$ cat src/rtl/hws_pkg.sv
package hws_pkg;
  // Which 16-bit half of a 32-bit word is addressed
  typedef enum logic {
    HALF_LO = 1'b0,
    HALF_HI = 1'b1
  } half_sel_e;
endpackage

$ cat src/rtl/hws_half_pick.sv
module hws_half_pick #(
  parameter int HALF_W = 16
) (
  input  logic [2*HALF_W-1:0] word,
  input  logic                hi_sel,
  output logic [HALF_W-1:0]   half
);
  import hws_pkg::*;
  half_sel_e sel;
  assign sel  = half_sel_e'(hi_sel);
  assign half = (sel == HALF_HI) ? word[2*HALF_W-1:HALF_W] : word[HALF_W-1:0];
endmodule

$ cat src/rtl/hws_shift_core.sv
module hws_shift_core #(
  parameter int HALF_W = 16,
  parameter int CNT_W  = 6
) (
  input  logic [HALF_W-1:0] din,
  input  logic [CNT_W-1:0]  cnt,
  input  logic              sat_en,
  output logic [HALF_W-1:0] dout,
  output logic              left_wrap,
  output logic              sat_hit
);
  localparam int MAX_L = (1 << (CNT_W - 1)) - 1;
  localparam int EXT_W = HALF_W + MAX_L;
  localparam logic [HALF_W-1:0] POS_LIM = {1'b0, {(HALF_W-1){1'b1}}};
  localparam logic [HALF_W-1:0] NEG_LIM = {1'b1, {(HALF_W-1){1'b0}}};

  // sign-extend into a word wide enough for the largest left shift
  function automatic logic [EXT_W-1:0] shl_wide(input logic [HALF_W-1:0] v,
                                                input logic [CNT_W-2:0]  amt);
    logic [EXT_W-1:0] w;
    w = {{MAX_L{v[HALF_W-1]}}, v};
    return w << amt;
  endfunction

  // value fits in HALF_W signed bits when all bits above the sign agree
  function automatic logic fits_half(input logic [EXT_W-1:0] w);
    logic [EXT_W-HALF_W:0] top;
    top = w[EXT_W-1:HALF_W-1];
    return (&top) | (~|top);
  endfunction

  function automatic logic [HALF_W-1:0] asr_half(input logic [HALF_W-1:0] v,
                                                 input logic [CNT_W-1:0]  mag);
    logic signed [HALF_W-1:0] s;
    s = v;
    if (int'(mag) >= HALF_W) return {HALF_W{v[HALF_W-1]}};
    return s >>> mag;
  endfunction

  logic             neg;
  logic [CNT_W-1:0] mag;
  logic [EXT_W-1:0] wide;

  always_comb begin
    neg       = cnt[CNT_W-1];
    mag       = '0 - cnt;
    wide      = shl_wide(din, cnt[CNT_W-2:0]);
    left_wrap = !neg && !fits_half(wide);
    sat_hit   = left_wrap && sat_en;
    if (neg)          dout = asr_half(din, mag);
    else if (sat_hit) dout = din[HALF_W-1] ? NEG_LIM : POS_LIM;
    else              dout = wide[HALF_W-1:0];
  end
endmodule

$ cat src/rtl/hws_merge.sv
module hws_merge #(
  parameter int HALF_W = 16
) (
  input  logic [2*HALF_W-1:0] old_word,
  input  logic [HALF_W-1:0]   new_half,
  input  logic                hi_sel,
  output logic [2*HALF_W-1:0] word
);
  for (genvar g = 0; g < 2; g++) begin : g_half
    assign word[g*HALF_W +: HALF_W] = (hi_sel == 1'(g)) ? new_half
                                                        : old_word[g*HALF_W +: HALF_W];
  end
endmodule

$ cat src/rtl/hw_sat_shifter.sv
module hw_sat_shifter #(
  parameter int HALF_W = 16,
  parameter int CNT_W  = 6
) (
  input  logic                clk,
  input  logic                rst_n,
  input  logic [2*HALF_W-1:0] src_word,
  input  logic                src_hi,
  input  logic [2*HALF_W-1:0] cnt_word,
  input  logic [2*HALF_W-1:0] dst_old,
  input  logic                dst_hi,
  input  logic                sat_en,
  output logic [2*HALF_W-1:0] result,
  output logic                ovf
);
  localparam int WORD_W = 2 * HALF_W;
  localparam logic [HALF_W-1:0] POS_LIM = {1'b0, {(HALF_W-1){1'b1}}};
  localparam logic [HALF_W-1:0] NEG_LIM = {1'b1, {(HALF_W-1){1'b0}}};

  logic [HALF_W-1:0] picked;
  logic [HALF_W-1:0] shifted;
  logic              core_wrap;
  logic              core_sat;
  logic [WORD_W-1:0] merged;
  logic              primed_q;

  hws_half_pick #(.HALF_W(HALF_W)) u_pick (
    .word(src_word), .hi_sel(src_hi), .half(picked)
  );

  hws_shift_core #(.HALF_W(HALF_W), .CNT_W(CNT_W)) u_core (
    .din(picked), .cnt(cnt_word[CNT_W-1:0]), .sat_en(sat_en),
    .dout(shifted), .left_wrap(core_wrap), .sat_hit(core_sat)
  );

  hws_merge #(.HALF_W(HALF_W)) u_merge (
    .old_word(dst_old), .new_half(shifted), .hi_sel(dst_hi), .word(merged)
  );

  always_ff @(posedge clk or negedge rst_n) begin
    if (!rst_n) begin
      result   <= '0;
      ovf      <= 1'b0;
      primed_q <= 1'b0;
    end else begin
      result   <= merged;
      ovf      <= core_sat;
      primed_q <= 1'b1;
    end
  end


  no_overflow_chk: assert property (@(posedge clk) disable iff (!rst_n)
    (primed_q && !$past(sat_en)) |-> !ovf);


  sat_value_chk: assert property (@(posedge clk) disable iff (!rst_n)
    (primed_q && ovf) |->
      (($past(dst_hi) ? result[WORD_W-1:HALF_W] : result[HALF_W-1:0]) == POS_LIM ||
       ($past(dst_hi) ? result[WORD_W-1:HALF_W] : result[HALF_W-1:0]) == NEG_LIM));


  keep_half_chk: assert property (@(posedge clk) disable iff (!rst_n)
    primed_q |->
      ($past(dst_hi) ? (result[HALF_W-1:0] == $past(dst_old[HALF_W-1:0]))
                     : (result[WORD_W-1:HALF_W] == $past(dst_old[WORD_W-1:HALF_W]))));


  zero_count_chk: assert property (@(posedge clk) disable iff (!rst_n)
    (primed_q && $past(cnt_word[CNT_W-1:0]) == '0) |->
      (!ovf && ($past(dst_hi) ? result[WORD_W-1:HALF_W] : result[HALF_W-1:0]) == $past(picked)));


  right_shift_chk: assert property (@(posedge clk) disable iff (!rst_n)
    (primed_q && $past(cnt_word[CNT_W-1])) |-> !ovf);
endmodule

$ cat config.mk
export PLATFORM = sky130hd
export DESIGN_NAME = hw_sat_shifter
export DESIGN_NICKNAME = d
export VERILOG_FILES = /design/src/rtl/hws_pkg.sv /design/src/rtl/hws_half_pick.sv /design/src/rtl/hws_shift_core.sv /design/src/rtl/hws_merge.sv /design/src/rtl/hw_sat_shifter.sv
export SDC_FILE = /design/constraint.sdc
export NUM_CORES = 1
export LEC_CHECK = 0
export BUFFER_PORTS_ARGS = -buffer_cell sky130_fd_sc_hd__buf_4
export CAP_MARGIN = 20
export CORE_ASPECT_RATIO = 1.75
export CORE_MARGIN = 2
export CORE_UTILIZATION = 38
export DETAILED_ROUTE_END_ITERATION = 10
export HOLD_SLACK_MARGIN = 0.08
export PLACE_DENSITY = 0.72
export SYNTH_ARGS = -nofsm -noshare
export SYNTH_HDL_FRONTEND = slang
export SYNTH_SLANG_ARGS = --single-unit
export TNS_END_PERCENT = 30
$ cat constraint.sdc
create_clock -name clk -period 0.8 [get_ports clk]
set_input_delay 0.12 -clock clk [delete_from_list [all_inputs] [get_ports clk]]
set_output_delay 0.12 -clock clk [all_outputs]
set_load 0.05 [all_outputs]
== Yosys cells after proc, flatten, opt, wreduce, memory -nomap -nowiden ==
Index checks and enable logic that the tools add are counted.

* Register bits after elaboration: 33
* Bits of input ports: 101
* Output and inout port bits: 33
* Logic and storage cells: 24

* Add/subtract/negate cells: 1
* Magnitude comparators: 1
* Shift-type cells: 2
* Mux-type cells: 10
* Bitwise gates (word level): 1
* Reductions and logical operators: 7

{| class="wikitable"
|+ Operators by type and width
! cell !! count
|-
| $mux W16 || 8
|-
| $shl A47 B5 Y47 || 1
|-
| $reduce_and A32 Y1 || 1
|-
| $reduce_or A32 Y1 || 1
|-
| $sshr A16 B6 Y16 || 1
|-
| $ge A6 B5 Y1 const B || 1
|-
| $sub A1 B6 Y6 const A || 1
|-
| $logic_not A1 Y1 || 3
|-
| $logic_and A1 B1 Y1 || 2
|-
| $mux W1 || 2
|-
| $or A1 B1 Y1 || 1
|}

== Longest topological paths before layout ==
* Depth after elaboration: 11
* Gate-level depth with buffers: 17

== Cells and area by module ==
A second synthesis with hierarchy kept.

* Cell total of the unflattened synthesis: 482
* Area total of the unflattened synthesis: 4777.1 um^2

{| class="wikitable"
|+ By module, submodules not included
! module !! times used !! cells an instance !! area an instance (um^2) !! seq. area each (um^2)
|-
| hws_shift_core || 1 || 395 || 3158.0 || 0.0
|-
| hw_sat_shifter || 1 || 33 || 825.8 || 825.8
|-
| hws_merge || 1 || 36 || 544.3 || 0.0
|-
| hws_half_pick || 1 || 18 || 249.0 || 0.0
|}

== Worst setup path after synthesis ==
OpenSTA, ideal clock, no wires.

* Path type: input to register
* Start point: input cnt_word[0]
* End point: register result[6]
* Data arrival time: 3592 ps
* Required time: 674 ps
* Path slack: -2918 ps
* Stages on the path: 16
* Cells stage by stage: buf_6 -> buf_4 -> buf_1 -> buf_1 -> clkbuf_1 -> inv_1 -> ha_1 -> buf_1 -> mux2_2 -> o21ai_0 -> nor2_1 -> a211oi_1 -> a21o_1 -> a21oi_1 -> or2_2 -> o32a_1

* Longest elaborated chain between the ends: 10
* Elaborated cells on any way between the ends: 17
* Classes of those cells: add/sub: 1; order compare: 1; shift: 2; mux: 6; bitwise: 1; reduce/logical: 6

{| class="wikitable"
|+ RTL lines
! what !! RTL line !! text
|-
| from (decl) || hw_sat_shifter.sv:9 || <nowiki>input logic [2*HALF_W-1:0] cnt_word,</nowiki>
|-
| branches (longest 8 deep; another with $sub A1 B6 Y6) || -- ||
|-
| $mux W16 (*) || hws_shift_core.sv:50 || <nowiki>if (neg) dout = asr_half(din, mag);</nowiki>
|-
| $mux W16 (*) || hws_merge.sv:10 || <nowiki>assign word[g*HALF_W +: HALF_W] = (hi_sel == 1'(g)) ? new_half</nowiki>
|-
| named net merged[6] || hw_sat_shifter.sv:24 || <nowiki>logic [WORD_W-1:0] merged;</nowiki>
|-
| to (signal assigned) || hw_sat_shifter.sv:46 || <nowiki>result <= merged;</nowiki>
|-
| to (decl) || hw_sat_shifter.sv:13 || <nowiki>output logic [2*HALF_W-1:0] result,</nowiki>
|}

Mark *: on every way through the listed nets, which the timed path passes. The select of a mux whose other input is x is not followed.

== Worst setup path in the final report ==
* Start point: input cnt_word[0]
* End point: register result[19]

Same word-level chain as after synthesis.

==> results.md <==
* Status: finished with violations
* Violated checks: negative setup slack
* Drt initial violations at 334
* Slew headroom at 59.6%
* Worst setup EP type: flip-flop
* Cell variety after synth at 77
* Pwr Density at 1230 nW/um2
* CTS tree: yes
* # diodes at 0
* Site Rows at 54
* Ports at 134
* Max-cap violations at 0
* Vias per inst at 6.07
* Top cell type's share of synthesized area at 17.1%
* Worst path cell trace: clkbuf_16, buf_12, mux2_1, mux4_2, a311o_1, a211oi_2, a21oi_1, nor4_4, buf_4, a21oi_4, and2_4, o41a_1
* Max Slew Vio Count at 0
* Max Fclk at 332 MHz
* Synth Register Bits at 33
* Drt total wl at 22.0 mm
* GR Overflow Total at 0
* CP Max Fanout at 9
* Overall Global Routing Usage at 31.0%
* Starting Density at 38.9%
* Layout net count at 954
* Vias post-DR at 6,191
* Hold Path Origin: dst_old[31]
* GP Congestion at 0.933
* Die width at 89.3 um
* PortBufs at 107
* Worst-path clk slew at 0.05 ns
* Family with the most delay on the worst path: compound AO/OA/AOI/OAI gates
* WS Path Type: in -> reg
* Setup WS pre-CTS at -2.80 ns
* HPWL Detailed at 17.4 mm
* Number of global-route vias before repair at 6,394
* Worst Tran Pin Value at 0.599 ns
* Multiplexer share of the synthesized area at 29.9%
* Area of the core at 12,400 um2
* Endpoints failing setup at 66
* Post-synthesis xor/xnor area fraction at 0.724%
* Dpl cell area at 7220 um2
* Synth Instances at 562
* Average wire per standard cell at 21.5 um
* Async set-reset flop share out of synthesis at 100%
* DRC Markers at 0
* Layout cell share with drive strength beyond 1 at 54.5%
* Yosys warns at 0
* Clock buffer depth at 2
* Number of synthesized flops with an enable pin at 0
* Synth Area in Simple Gates at 18.3%
* 1st-pass router iterations at 5
* CTS sink cnt at 33
* Largest net degree at the start of global routing at 34
* Layout area overhead at 65.8%
* Slowest cell delay on critical path at 0.56 ns
* Static Leak at 3.57 nW
* Min cycle time layout at 3.01 ns
* RSZ-0062 raised after global routing: true
* Setup slack after layout at -2.21 ns
* Synth top area cells: dfrtp_1 17%, mux4_2 14%, mux2i_1 8.5%
* Syn_area_per_cell at 8.62 um2
* Final worst-path cycle share at 377%
* First-pass GRT wire length at 32.7 mm
* Hold Crit Class: in -> reg
* Design area at 8030 um2
* Die area at 13,700 um2
* Post-Route Setup TNS at -74.55 ns
* Largest area contributor in the netlist: dfrtp_1
* CP Data Required Time at 0.95 ns
* Synth Area in Compound Gates at 27.1%
* Worst setup SP type: input pin
* Synth Area in Adders at 0.258%
* Maximum vdd drop at 0.801 mV
* Syn_nets at 664
* Worst Path Arrival at 3.17 ns
* Antenna violations before repair at 0
* CTS Buf Count at 5
* Total power at 9.86 mW
* Hold_ws at 0.0768 ns
* Main combinational cell family by area after synthesis: multiplexers
* Clk root buf: clkbuf_16
* Antenna-violating nets left at 0
* Final Hold Vio Count at 0
* Ys flop type: dfrtp_1
* Mapped Area at 4840 um2
* Beginning of the critical path: cnt_word[0]
* Chip height at 153 um
* CP Buf/Inv Count at 3
* CP max stage cell: mux4_2
* Sequential fraction of the synthesis area at 17.1%
* H-tree depth at 2
-- power by group --
part	total [mW]	leakage (nW)	internal (mW)	switching [mW]
clock network	1.87	0.0690	1.22	0.656
logic	6.07	3.11	2.93	3.14
registers	1.92	0.383	1.84	0.0786
-- registers in the layout, summed over array words and instances (netlist names) --
signal  flops
ovf         1
result     32
-- synthesized netlist by cell type (all sizes together) (5+ instances only) --
cell type  number
a31oi          11
dfrtp          33
nor3           13
o22ai           6
or3             5
nand2          48
a21o            8
nand3          13
o32a           24
nor2           54
and2            6
mux2           30
or2             9
a211oi          6
a21oi          20
o211ai          9
o21ai          39
buf            29
mux2i          41
a22oi           6
clkbuf         25
mux4           31
inv             9
nand2b          9
-- final timing paths --
check,to,slack (ns),cells past startpoint
max in group asynchronous,ovf,0.19,2
max,result[19],-2.21,12
min in group asynchronous,result[19],0.32,2
min,result[31],0.08,2
-- area by class of cell --
class                           count  area [um2]
Inverter                           11        41.3
Multi-Input combinational cell    466        4000
Clock inverter                      1        7.51
Timing Repair Buffer              335        2800
Clock buffer                        6         139
Tap cell                          168         210
Fill cell                        1079        4400
Sequential cell                    33         826
-- cell families after synthesis --
group,Yosys count
AND/OR/NAND/NOR,180
AO/OA/AOI/OAI,177
multiplexers,102
buffers and inverters,65
flip-flops,33
XOR/XNOR,4
adder cells (fa/ha/maj),1
-- per-layer routing --
layer	vias up	GRT usage (%)	wire [um]
met2	325	57.8	11900
li1	2788	-	-
met4	0	22.1	1820
met1	2969	30.0	7330
met3	109	2.54	976
met5	-	0	0
-- cell usage in the layout, fill, tap and decap left out, types with 4 or more instances in the layout --
master and n:
buf_4 283, or3_1 4, mux4_2 31, a22oi_1 5
nor2_1 46, mux2i_2 9, dfrtp_1 33, a21oi_1 16
buf_12 6, o22ai_1 4, a21o_1 8, o21ai_1 9
o21ai_0 28, and2_1 4, o32a_1 24, nand4_1 4
mux2_4 9, inv_1 8, nor2b_1 4, nand3_1 11
mux2_2 19, buf_6 38, dlygate4sd3_1 5, o211ai_1 9
nor2_2 8, clkbuf_16 7, nand2_1 48, or2_2 8
nor3_1 13, a31oi_1 8, o31ai_1 4, nand2b_1 9
mux2i_1 32
-- stage by stage --
stage / std cells / utilization (%)
after CTS: 1013 / 62.4
after detailed placement: 992 / 58.1
after floorplan: 562 / -
after global placement: 992 / 58.1
final: 1020 / 64.6
after global routing: 1020 / 64.6
-- timing repair --
| action | 4_1_cts | 5_1_grt |
|---|---|---|
| hold endpoints to repair | 39 | 0 |
| pin swaps | 13 | 22 |
| gates cloned | 2 | 2 |
| hold buffers | 5 | 0 |
| resized for setup | 68 | 50 |
| setup endpoints to repair | 66 | 66 |
| buffers inserted | 7 | 6 |
Power figures use the tool's default switching activity.
